**config.mk**
```make
export PLATFORM = sky130hd
export DESIGN_NAME = dmaq_sched
export DESIGN_NICKNAME = d
export VERILOG_FILES = /design/src/rtl/dmaq_pkg.sv /design/src/rtl/dmaq_fifo.sv /design/src/rtl/dmaq_active.sv /design/src/rtl/dmaq_sched.sv
export SDC_FILE = /design/constraint.sdc
export NUM_CORES = 2
export LEC_CHECK = 0
export BUFFER_PORTS_ARGS = -buffer_cell sky130_fd_sc_hd__buf_2
export CAP_MARGIN = 20
export CORE_MARGIN = 5
export CORE_UTILIZATION = 50
export CTS_CLUSTER_SIZE = 12
export DETAILED_ROUTE_END_ITERATION = 8
export GPL_ROUTABILITY_DRIVEN = 0
export PLACE_DENSITY = 0.66
export SYNTH_ARGS = -nofsm -noshare
export SYNTH_HDL_FRONTEND = slang
export SYNTH_SLANG_ARGS = --single-unit
```
**constraint.sdc**
```tcl
create_clock -name clk -period 7.6 [get_ports clk]
set_input_delay 1.52 -clock clk [delete_from_list [all_inputs] [get_ports clk]]
set_output_delay 1.52 -clock clk [all_outputs]
set_load 0.02 [all_outputs]
```
**src/rtl/dmaq_pkg.sv**
```systemverilog
package dmaq_pkg;
    localparam int ADDR_W = 16;
    localparam int CNT_W  = 12;

    typedef struct packed {
        logic [ADDR_W-1:0] src;
        logic [ADDR_W-1:0] dst;
        logic [CNT_W-1:0]  cnt;
    } xfer_t;
endpackage

```
**src/rtl/dmaq_fifo.sv**
```systemverilog
module dmaq_fifo
    import dmaq_pkg::*;
#(
    parameter int DEPTH      = 8,
    parameter int PAGE_SHIFT = 8
) (
    input  logic                         clk,
    input  logic                         rst_n,
    input  logic                         push,
    input  xfer_t                        push_data,
    input  logic                         pop,
    output xfer_t                        head,
    output logic                         empty,
    output logic                         full,
    input  logic [ADDR_W-PAGE_SHIFT-1:0] qry_page,
    output logic                         qry_hit
);
    localparam int PTR_W = (DEPTH > 1) ? $clog2(DEPTH) : 1;
    localparam int OCC_W = $clog2(DEPTH + 1);

    typedef struct packed {
        logic [PTR_W-1:0] wp;
        logic [PTR_W-1:0] rp;
        logic [OCC_W-1:0] n;
    } ptr_t;

    ptr_t                    st_d, st_q;
    xfer_t [DEPTH-1:0]       mem_d, mem_q;

    function automatic logic [PTR_W-1:0] bump(input logic [PTR_W-1:0] p);
        return (p == PTR_W'(DEPTH - 1)) ? '0 : p + 1'b1;
    endfunction

    assign empty = (st_q.n == '0);
    assign full  = (st_q.n == OCC_W'(DEPTH));
    assign head  = mem_q[st_q.rp];

    always_comb begin
        st_d  = st_q;
        mem_d = mem_q;
        if (push) begin
            mem_d[st_q.wp] = push_data;
            st_d.wp        = bump(st_q.wp);
        end
        if (pop) st_d.rp = bump(st_q.rp);
        case ({push, pop})
            2'b10:   st_d.n = st_q.n + 1'b1;
            2'b01:   st_d.n = st_q.n - 1'b1;
            default: st_d.n = st_q.n;
        endcase
    end

    always_ff @(posedge clk or negedge rst_n) begin
        if (!rst_n) begin
            st_q  <= '0;
            mem_q <= '0;
        end else begin
            st_q  <= st_d;
            mem_q <= mem_d;
        end
    end

    // associative page lookup across occupied slots
    always_comb begin
        int slot;
        qry_hit = 1'b0;
        for (int i = 0; i < DEPTH; i++) begin
            slot = int'(st_q.rp) + i;
            if (slot >= DEPTH) slot = slot - DEPTH;
            if (i < int'(st_q.n)) begin
                if (mem_q[slot].src[ADDR_W-1:PAGE_SHIFT] == qry_page ||
                    mem_q[slot].dst[ADDR_W-1:PAGE_SHIFT] == qry_page)
                    qry_hit = 1'b1;
            end
        end
    end

    AST_NO_OVERFLOW: assert property (@(posedge clk) disable iff (!rst_n) push |-> !full);
    AST_NO_UNDERFLOW: assert property (@(posedge clk) disable iff (!rst_n) pop |-> !empty);
    AST_OCC_GROWS: assert property (@(posedge clk) disable iff (!rst_n)
        (push && !pop) |=> (st_q.n == $past(st_q.n) + 1'b1));
endmodule

```
**src/rtl/dmaq_active.sv**
```systemverilog
module dmaq_active
    import dmaq_pkg::*;
#(
    parameter int PAGE_SHIFT = 8
) (
    input  logic                         clk,
    input  logic                         rst_n,
    input  logic                         load,
    input  xfer_t                        load_data,
    input  logic                         load_priv,
    input  logic                         done,
    output logic                         busy,
    output logic                         start,
    output logic                         cur_priv,
    output xfer_t                        cur,
    input  logic [ADDR_W-PAGE_SHIFT-1:0] qry_page,
    output logic                         qry_hit
);
    typedef struct packed {
        logic  busy;
        logic  start;
        logic  priv;
        xfer_t x;
    } act_t;

    act_t st_d, st_q;

    always_comb begin
        st_d       = st_q;
        st_d.start = 1'b0;
        if (st_q.busy && done) st_d.busy = 1'b0;
        if (load) begin
            st_d.busy  = 1'b1;
            st_d.start = 1'b1;
            st_d.priv  = load_priv;
            st_d.x     = load_data;
        end
    end

    always_ff @(posedge clk or negedge rst_n) begin
        if (!rst_n) st_q <= '0;
        else        st_q <= st_d;
    end

    assign busy     = st_q.busy;
    assign start    = st_q.start;
    assign cur_priv = st_q.priv;
    assign cur      = st_q.x;
    assign qry_hit  = st_q.busy &&
                      (st_q.x.src[ADDR_W-1:PAGE_SHIFT] == qry_page ||
                       st_q.x.dst[ADDR_W-1:PAGE_SHIFT] == qry_page);

    AST_START_PULSE: assert property (@(posedge clk) disable iff (!rst_n) start |=> !start);
    AST_START_BUSY: assert property (@(posedge clk) disable iff (!rst_n) start |-> busy);
    AST_LOAD_IDLE: assert property (@(posedge clk) disable iff (!rst_n) load |-> !busy);
    AST_DONE_RETIRE: assert property (@(posedge clk) disable iff (!rst_n) (busy && done) |=> !busy);
endmodule

```
**src/rtl/dmaq_sched.sv**
```systemverilog
module dmaq_sched
    import dmaq_pkg::*;
#(
    parameter int DEPTH      = 8,
    parameter int PAGE_SHIFT = 8
) (
    input  logic                         clk,
    input  logic                         rst_n,
    input  logic                         req_valid,
    input  logic                         req_priv,
    input  logic [ADDR_W-1:0]            req_src,
    input  logic [ADDR_W-1:0]            req_dst,
    input  logic [CNT_W-1:0]             req_cnt,
    output logic                         req_full,
    output logic                         eng_start,
    output logic [ADDR_W-1:0]            eng_src,
    output logic [ADDR_W-1:0]            eng_dst,
    output logic [CNT_W-1:0]             eng_cnt,
    input  logic                         eng_done,
    output logic                         busy,
    input  logic [ADDR_W-PAGE_SHIFT-1:0] qry_page,
    output logic                         qry_hit
);
    localparam int NQ = 2;   // index 1 = privileged queue

    xfer_t           req_x;
    xfer_t           head [NQ];
    logic [NQ-1:0]   push, pop, empty, full, q_hit;
    logic            dispatch, sel_hi, act_hit, act_priv;
    xfer_t           load_x, cur_x;

    assign req_x = '{src: req_src, dst: req_dst, cnt: req_cnt};

    for (genvar q = 0; q < NQ; q++) begin : g_queue
        assign push[q] = req_valid && (int'(req_priv) == q) && !full[q];
        dmaq_fifo #(.DEPTH(DEPTH), .PAGE_SHIFT(PAGE_SHIFT)) u_fifo (
            .clk       (clk),
            .rst_n     (rst_n),
            .push      (push[q]),
            .push_data (req_x),
            .pop       (pop[q]),
            .head      (head[q]),
            .empty     (empty[q]),
            .full      (full[q]),
            .qry_page  (qry_page),
            .qry_hit   (q_hit[q])
        );
    end

    always_comb begin
        sel_hi   = !empty[1];
        dispatch = !busy && (empty != '1);
        pop[1]   = dispatch && sel_hi;
        pop[0]   = dispatch && !sel_hi;
        load_x   = sel_hi ? head[1] : head[0];
    end

    dmaq_active #(.PAGE_SHIFT(PAGE_SHIFT)) u_active (
        .clk       (clk),
        .rst_n     (rst_n),
        .load      (dispatch),
        .load_data (load_x),
        .load_priv (sel_hi),
        .done      (eng_done),
        .busy      (busy),
        .start     (eng_start),
        .cur_priv  (act_priv),
        .cur       (cur_x),
        .qry_page  (qry_page),
        .qry_hit   (act_hit)
    );

    assign req_full = full[req_priv];
    assign eng_src  = cur_x.src;
    assign eng_dst  = cur_x.dst;
    assign eng_cnt  = cur_x.cnt;
    assign qry_hit  = (|q_hit) || act_hit;

    AST_HI_FIRST: assert property (@(posedge clk) disable iff (!rst_n)
        (!busy && !empty[1]) |=> (eng_start && act_priv));
    AST_IDLE_ISSUE: assert property (@(posedge clk) disable iff (!rst_n)
        (!busy && !empty[0]) |=> eng_start);
endmodule

```
# Yosys cells after proc, flatten, opt, wreduce, memory -nomap -nowiden
# Cells that the tools add are included.
# word_totals
ff_bits	771
latch_bits	0
ram_bits	0
mem_bits_ro	0
input_bits	57
mem_count	0
# op_classes
addsub	38
n_mul	0
div_mod_pow	0
n_lt_le_gt_ge	55
eq_ne	45
shifts	0
muxes	117
bitwise_logic	1
n_reduce_logical	39
# ops
op	count
44-bit binary-select mux with 3-bit select	18
44-bit 2-to-1 mux	37
352-bit bitwise mux	2
32-bit by 5-bit < comparator with 1-bit output, second input constant	16
32-bit 2-to-1 mux	16
32-bit by 5-bit >= comparator with 1-bit output, second input constant	14
32-bit by 5-bit subtractor with 32-bit output, second input constant	14
8-bit equality test	34
44-bit demux with 3-bit select	2
47-bit 2-to-1 mux	1
1-bit 2-to-1 mux	35
3-bit by 3-bit adder with 4-bit output, second input constant	8
3-bit by 4-bit < comparator with 1-bit output, first input constant	8
1-bit logical OR	18
3-bit by 2-bit adder with 4-bit output, second input constant	4
1-bit by 4-bit < comparator with 1-bit output, first input constant	4
2-bit by 4-bit < comparator with 1-bit output, first input constant	4
3-bit by 4-bit < comparator with 1-bit output, second input constant	4
4-bit case mux with 2 select lines	2
3-bit by 1-bit adder with 3-bit output, second input constant	4
3-bit equality test, second input constant	4
3-bit 2-to-1 mux	4
1-bit logical AND	11
3-bit by 4-bit subtractor with 5-bit output, second input constant	2
15 further kinds	29

# Depth between registers and ports, before layout
# logic_depth
word_depth	25
depth_mapped	21

# Cells and area by module
# A second synthesis with hierarchy kept.
# unflattened
cells_unflattened	3244
area_unflattened_um2	47056.4
# modules_own_cells
module	n_inst	cells_per_inst	area_each_um2	seq_area_each_um2
dmaq_fifo (g_queue[0].u_fifo)	1	1540	22191.3	9058.7
dmaq_fifo (g_queue[1].u_fifo)	1	1526	22102.4	9058.7
dmaq_active	1	121	2109.5	1176.1
dmaq_sched	1	57	653.1	0.0

# Least setup slack after synthesis
# OpenSTA, ideal clock, no wires.
# synth_timing
path_type	flip-flop to output port
startpoint	register g_queue[1].u_fifo.st_q[4] (netlist bit)
endpoint	output qry_hit
arrival_time_ps	4153
t_required_ps	6080
slack_ps	1927
path_stages_with_launch	20
n_path_buf	10
path_cell_list	dfrtp_1 -> buf_4 -> buf_6 -> inv_2 -> buf_4 -> buf_2 -> buf_2 -> clkbuf_1 -> ha_1 -> buf_4 -> buf_4 -> buf_2 -> buf_1 -> mux4_2 -> mux2i_1 -> xor2_1 -> nand3_1 -> o311ai_0 -> o21ai_1 -> nand4_1
# synth_via
elab_chain_len	25
word_cells_on_any_way	97
# synth_rtl
item	line_no	rtl
start: declaration	dmaq_fifo.sv:27	ptr_t st_d, st_q;
start signal: assignment	dmaq_fifo.sv:58	st_q <= st_d;
parallel branches: the longest is 22 deep, another holds 32-bit by 5-bit subtractor with 32-bit output	n/a	
1-bit 2-to-1 mux (*)	dmaq_fifo.sv:70	if (i < int'(st_q.n)) begin
2-bit OR reduction (*)	dmaq_sched.sv:77	assign qry_hit = (|q_hit) || act_hit;
1-bit logical OR (*)	dmaq_sched.sv:77	
end: declaration	dmaq_sched.sv:22	output logic qry_hit
# Mark *: on every way between the ends. The select of a mux whose other input is x is not followed.

# Final worst setup path
# layout_timing
startpoint	register g_queue[0].u_fifo.st_q[4] (netlist bit)
endpoint	output qry_hit
# layout_via
elab_chain_len	25
word_cells_on_any_way	97
# layout_rtl
item	line_no
start: declaration	dmaq_fifo.sv:27
start signal: assignment	dmaq_fifo.sv:58
parallel branches: the longest is 22 deep, another holds 32-bit by 5-bit subtractor with 32-bit output	n/a
1-bit 2-to-1 mux (*)	dmaq_fifo.sv:70
2-bit OR reduction (*)	dmaq_sched.sv:77
1-bit logical OR (*)	dmaq_sched.sv:77
# Marks and branches as above.

==> reports/metrics.cfg <==
[floorplan]
start_util = 0.505
die_h_um = 323
core_area_sq_um = 97000
row_count = 114
dieArea_sq_um = 104000
die_w_um = 323
ios = 105

[place]
pre_cts_ws_ns = 1.40
port_buffers = 104
hpwl_um = 86900
dp_cells = 4819

[worst_setup_path]
required_ns = 6.08
crit_chain = inv_4 > ha_4 > buf_4 > mux4_2 > mux2i_1 > xnor2_1 > nor4_1 > nand2_1 > o21ai_0 > a221o_1 > nor3_1 > nand4_1 > buf_2
max_stage_delay_ns = 0.91
worstSetupPathType = flop to output port
start_kind = flop
cp_max_fo = 51
cpMaxStageDelayCell = ha_4
end_kind = output port
worst_ep_arrival_time_ns = 5.42

[yosys]
synthArstFlopShare = 1.00
syn_area_per_cell_sq_um = 13.2
synth_edf_count = 0
synth_warnings = 0
yosysUniqueCellTypes = 59
synth.area.top_cells = dfrtp_1 (39%), mux4_2 (18%), mux2_2 (12%)
ys.flop_type = dfrtp_1
synth_nets = 3782
yosys.area.top_type = dfrtp_1
synth_area_sq_um = 49000
synth_top_area_share = 0.393
synth_seq_area_share = 0.393
syn_inst = 3706
synth-seq-cells = 770

[power]
vdd_ir_drop_max_v = 0.000338
combPwrFrac = 0.560
cell_internal_pwr_mw = 16.2
power.density_nw_per_um2 = 513
seqPwrFrac = 0.293
p_sw_mw = 11.1
p_leak_nw = 22.1
sw_frac_of_total = 0.406
clkPwrFrac = 0.147

[sta]
setup_viol = 0
layout_setup_ws_ns = 0.662
final_hold_viol_count = 0
rsz0062_at_grt = no
post-route-period-util = 0.913
max_freq_ghz = 0.144
slew_viol_final = 0
tns_ns = 0
slew-limit-headroom = 0.243
fin_worst_skew_ns = 0.0354
finalCriticalPeriod_ns = 6.94
worst_slew_pin_slew_ns = 1.13
holdWs_ns = 0.473

[layout]
final_common_cell = dfrtp_1
final_net_count = 3707
final_cell_mix = dfrtp_1 (764), mux2_2 (523), mux4_2 (401), mux2i_1 (312), mux2_1 (247)
areaGrowthSynthToFinish_pct = 8.40
fill_cells = 8113
register_area_sq_um = 19300
multiInputGateArea_sq_um = 28200
layout-drive-gt1-share = 0.339
instances_no_fill = 4966

[clock_network]
clkTransAtPathRegs_ns = 0.06
clockRootBuffer = clkbuf_16
postCtsHoldBufs = 0
cts_buffers = 84
cts_tree = built
clock_path_buffers = 3
postCtsSetupRepairBufs = 0
clock_sinks = 770
htreeDepth = 3
clock_latency_ns = 0.67
cts_resized = 0

[detailed_routing]
drc = 0
routed_wl_um = 136000
vias = 32200
via_per_inst = 6.48
routedWlPerCell_um = 27.4
drt-initial-drc-count = 3089
drtPass1Iterations = 5
detail-route-antenna-nets = 0

[min_path]
hold_path_class = flop to flop

[global_routing]
grt_pass1_wl_um = 211000
grt_start_max_net_pins = 193
antenna_found_initial = 6
overflow = 0
grtUsageTotal = 0.262
grt_pass1_vias = 32700

[flow_run]
drv_cap = 0

[run_status]
status = finished, final reports clean

## flip-flops by register name, indices dropped and copies added, names as in the netlist
signal and cells:
g_queue.u_fifo.mem_q 704, g_queue.u_fifo.st_q 20, u_active.busy 1, u_active.cur 44, u_active.start 1
## metal layers
| layer | GRT usage | part of all wire | vias up |
|---|---|---|---|
| met5 | 0 | 0.00050 | - |
| met4 | 0.0722 | 0.030 | 8 |
| met3 | 0.0435 | 0.061 | 233 |
| met2 | 0.415 | 0.47 | 1103 |
| met1 | 0.380 | 0.44 | 17100 |
| li1 | - | - | 13800 |
## final cells by class
| type | count | share of cell area |
|---|---|---|
| Timing Repair Buffer | 179 | 0.0237 |
| Sequential cell | 770 | 0.363 |
| Multi-Input combinational cell | 2582 | 0.531 |
| Clock buffer | 129 | 0.0468 |
| Inverter | 14 | 0.00108 |
| Clock inverter | 14 | 0.00382 |
| Tap cell | 1276 | 0.0301 |
| Antenna cell | 2 | 0.0000942 |
## critical path: cells and delay by family (launching register included)
kind | cells | cell delay (ns)
flip-flops | 1 | 0.81
XOR/XNOR | 1 | 0.09
multiplexers | 2 | 0.68
AO/OA/AOI/OAI | 2 | 0.45
buffers and inverters | 3 | 0.87
adder cells (fa/ha/maj) | 1 | 0.91
AND/OR/NAND/NOR | 4 | 0.86
## through the flow
stage	total power, mW	util	instance area [sq um]
finish	27.2	0.547	53100
global route	28.9	0.547	53100
CTS	27.3	0.547	53100
detailed placement	23.2	0.519	50400
global placement	22.9	0.519	50300
floorplan	19.5	-	49000
## final timing paths
| kind | end | depth (start not counted) | slack (ns) | from |
|---|---|---|---|---|
| max in group asynchronous | g_queue[0].u_fifo.mem_q[237] | 2 | 5.09 | rst_n |
| hold reg to reg | u_active.cur[0] | 2 | 0.47 | u_active.cur[0] |
| min in group asynchronous | g_queue[1].u_fifo.mem_q[289] | 1 | 0.91 | rst_n |
| setup / recovery | qry_hit | 13 | 0.66 | g_queue[0].u_fifo.st_q[4] |
| hold / removal | u_active.cur[0] | 2 | 0.47 | u_active.cur[0] |
| setup reg to reg | g_queue[0].u_fifo.mem_q[246] | 8 | 3.55 | g_queue[0].u_fifo.st_q[1] |
## Yosys cell counts (39+ instances only)
library cell / n
nand3_1: 43
o21ai_0: 60
buf_4: 39
xnor2_1: 227
mux2i_1: 312
dfrtp_1: 770
mux2_1: 247
nand4_1: 56
clkbuf_1: 161
mux2_2: 523
xor2_1: 148
buf_2: 105
o22ai_1: 66
nor2_1: 159
nand2_1: 149
mux4_2: 401
## power by group through the flow
stage | clock (mW) | sequential [mW] | combinational, mW
after floorplan | 0 | 7.18 | 12.3
after global placement | 0 | 7.92 | 15.0
after detailed placement | 0 | 8.00 | 15.2
after CTS | 4.12 | 7.94 | 15.2
after global routing | 4.27 | 8.26 | 16.4
final | 4.02 | 7.98 | 15.3
## cell families after synthesis
kind of cell,after synthesis,synth area share
buffers and inverters,354,0.0339
multiplexers,1488,0.428
AND/OR/NAND/NOR,490,0.0470
flip-flops,770,0.393
XOR/XNOR,378,0.0685
adder cells (fa/ha/maj),19,0.00485
AO/OA/AOI/OAI,207,0.0246
No activity file was read; power rests on OpenSTA's default activity.
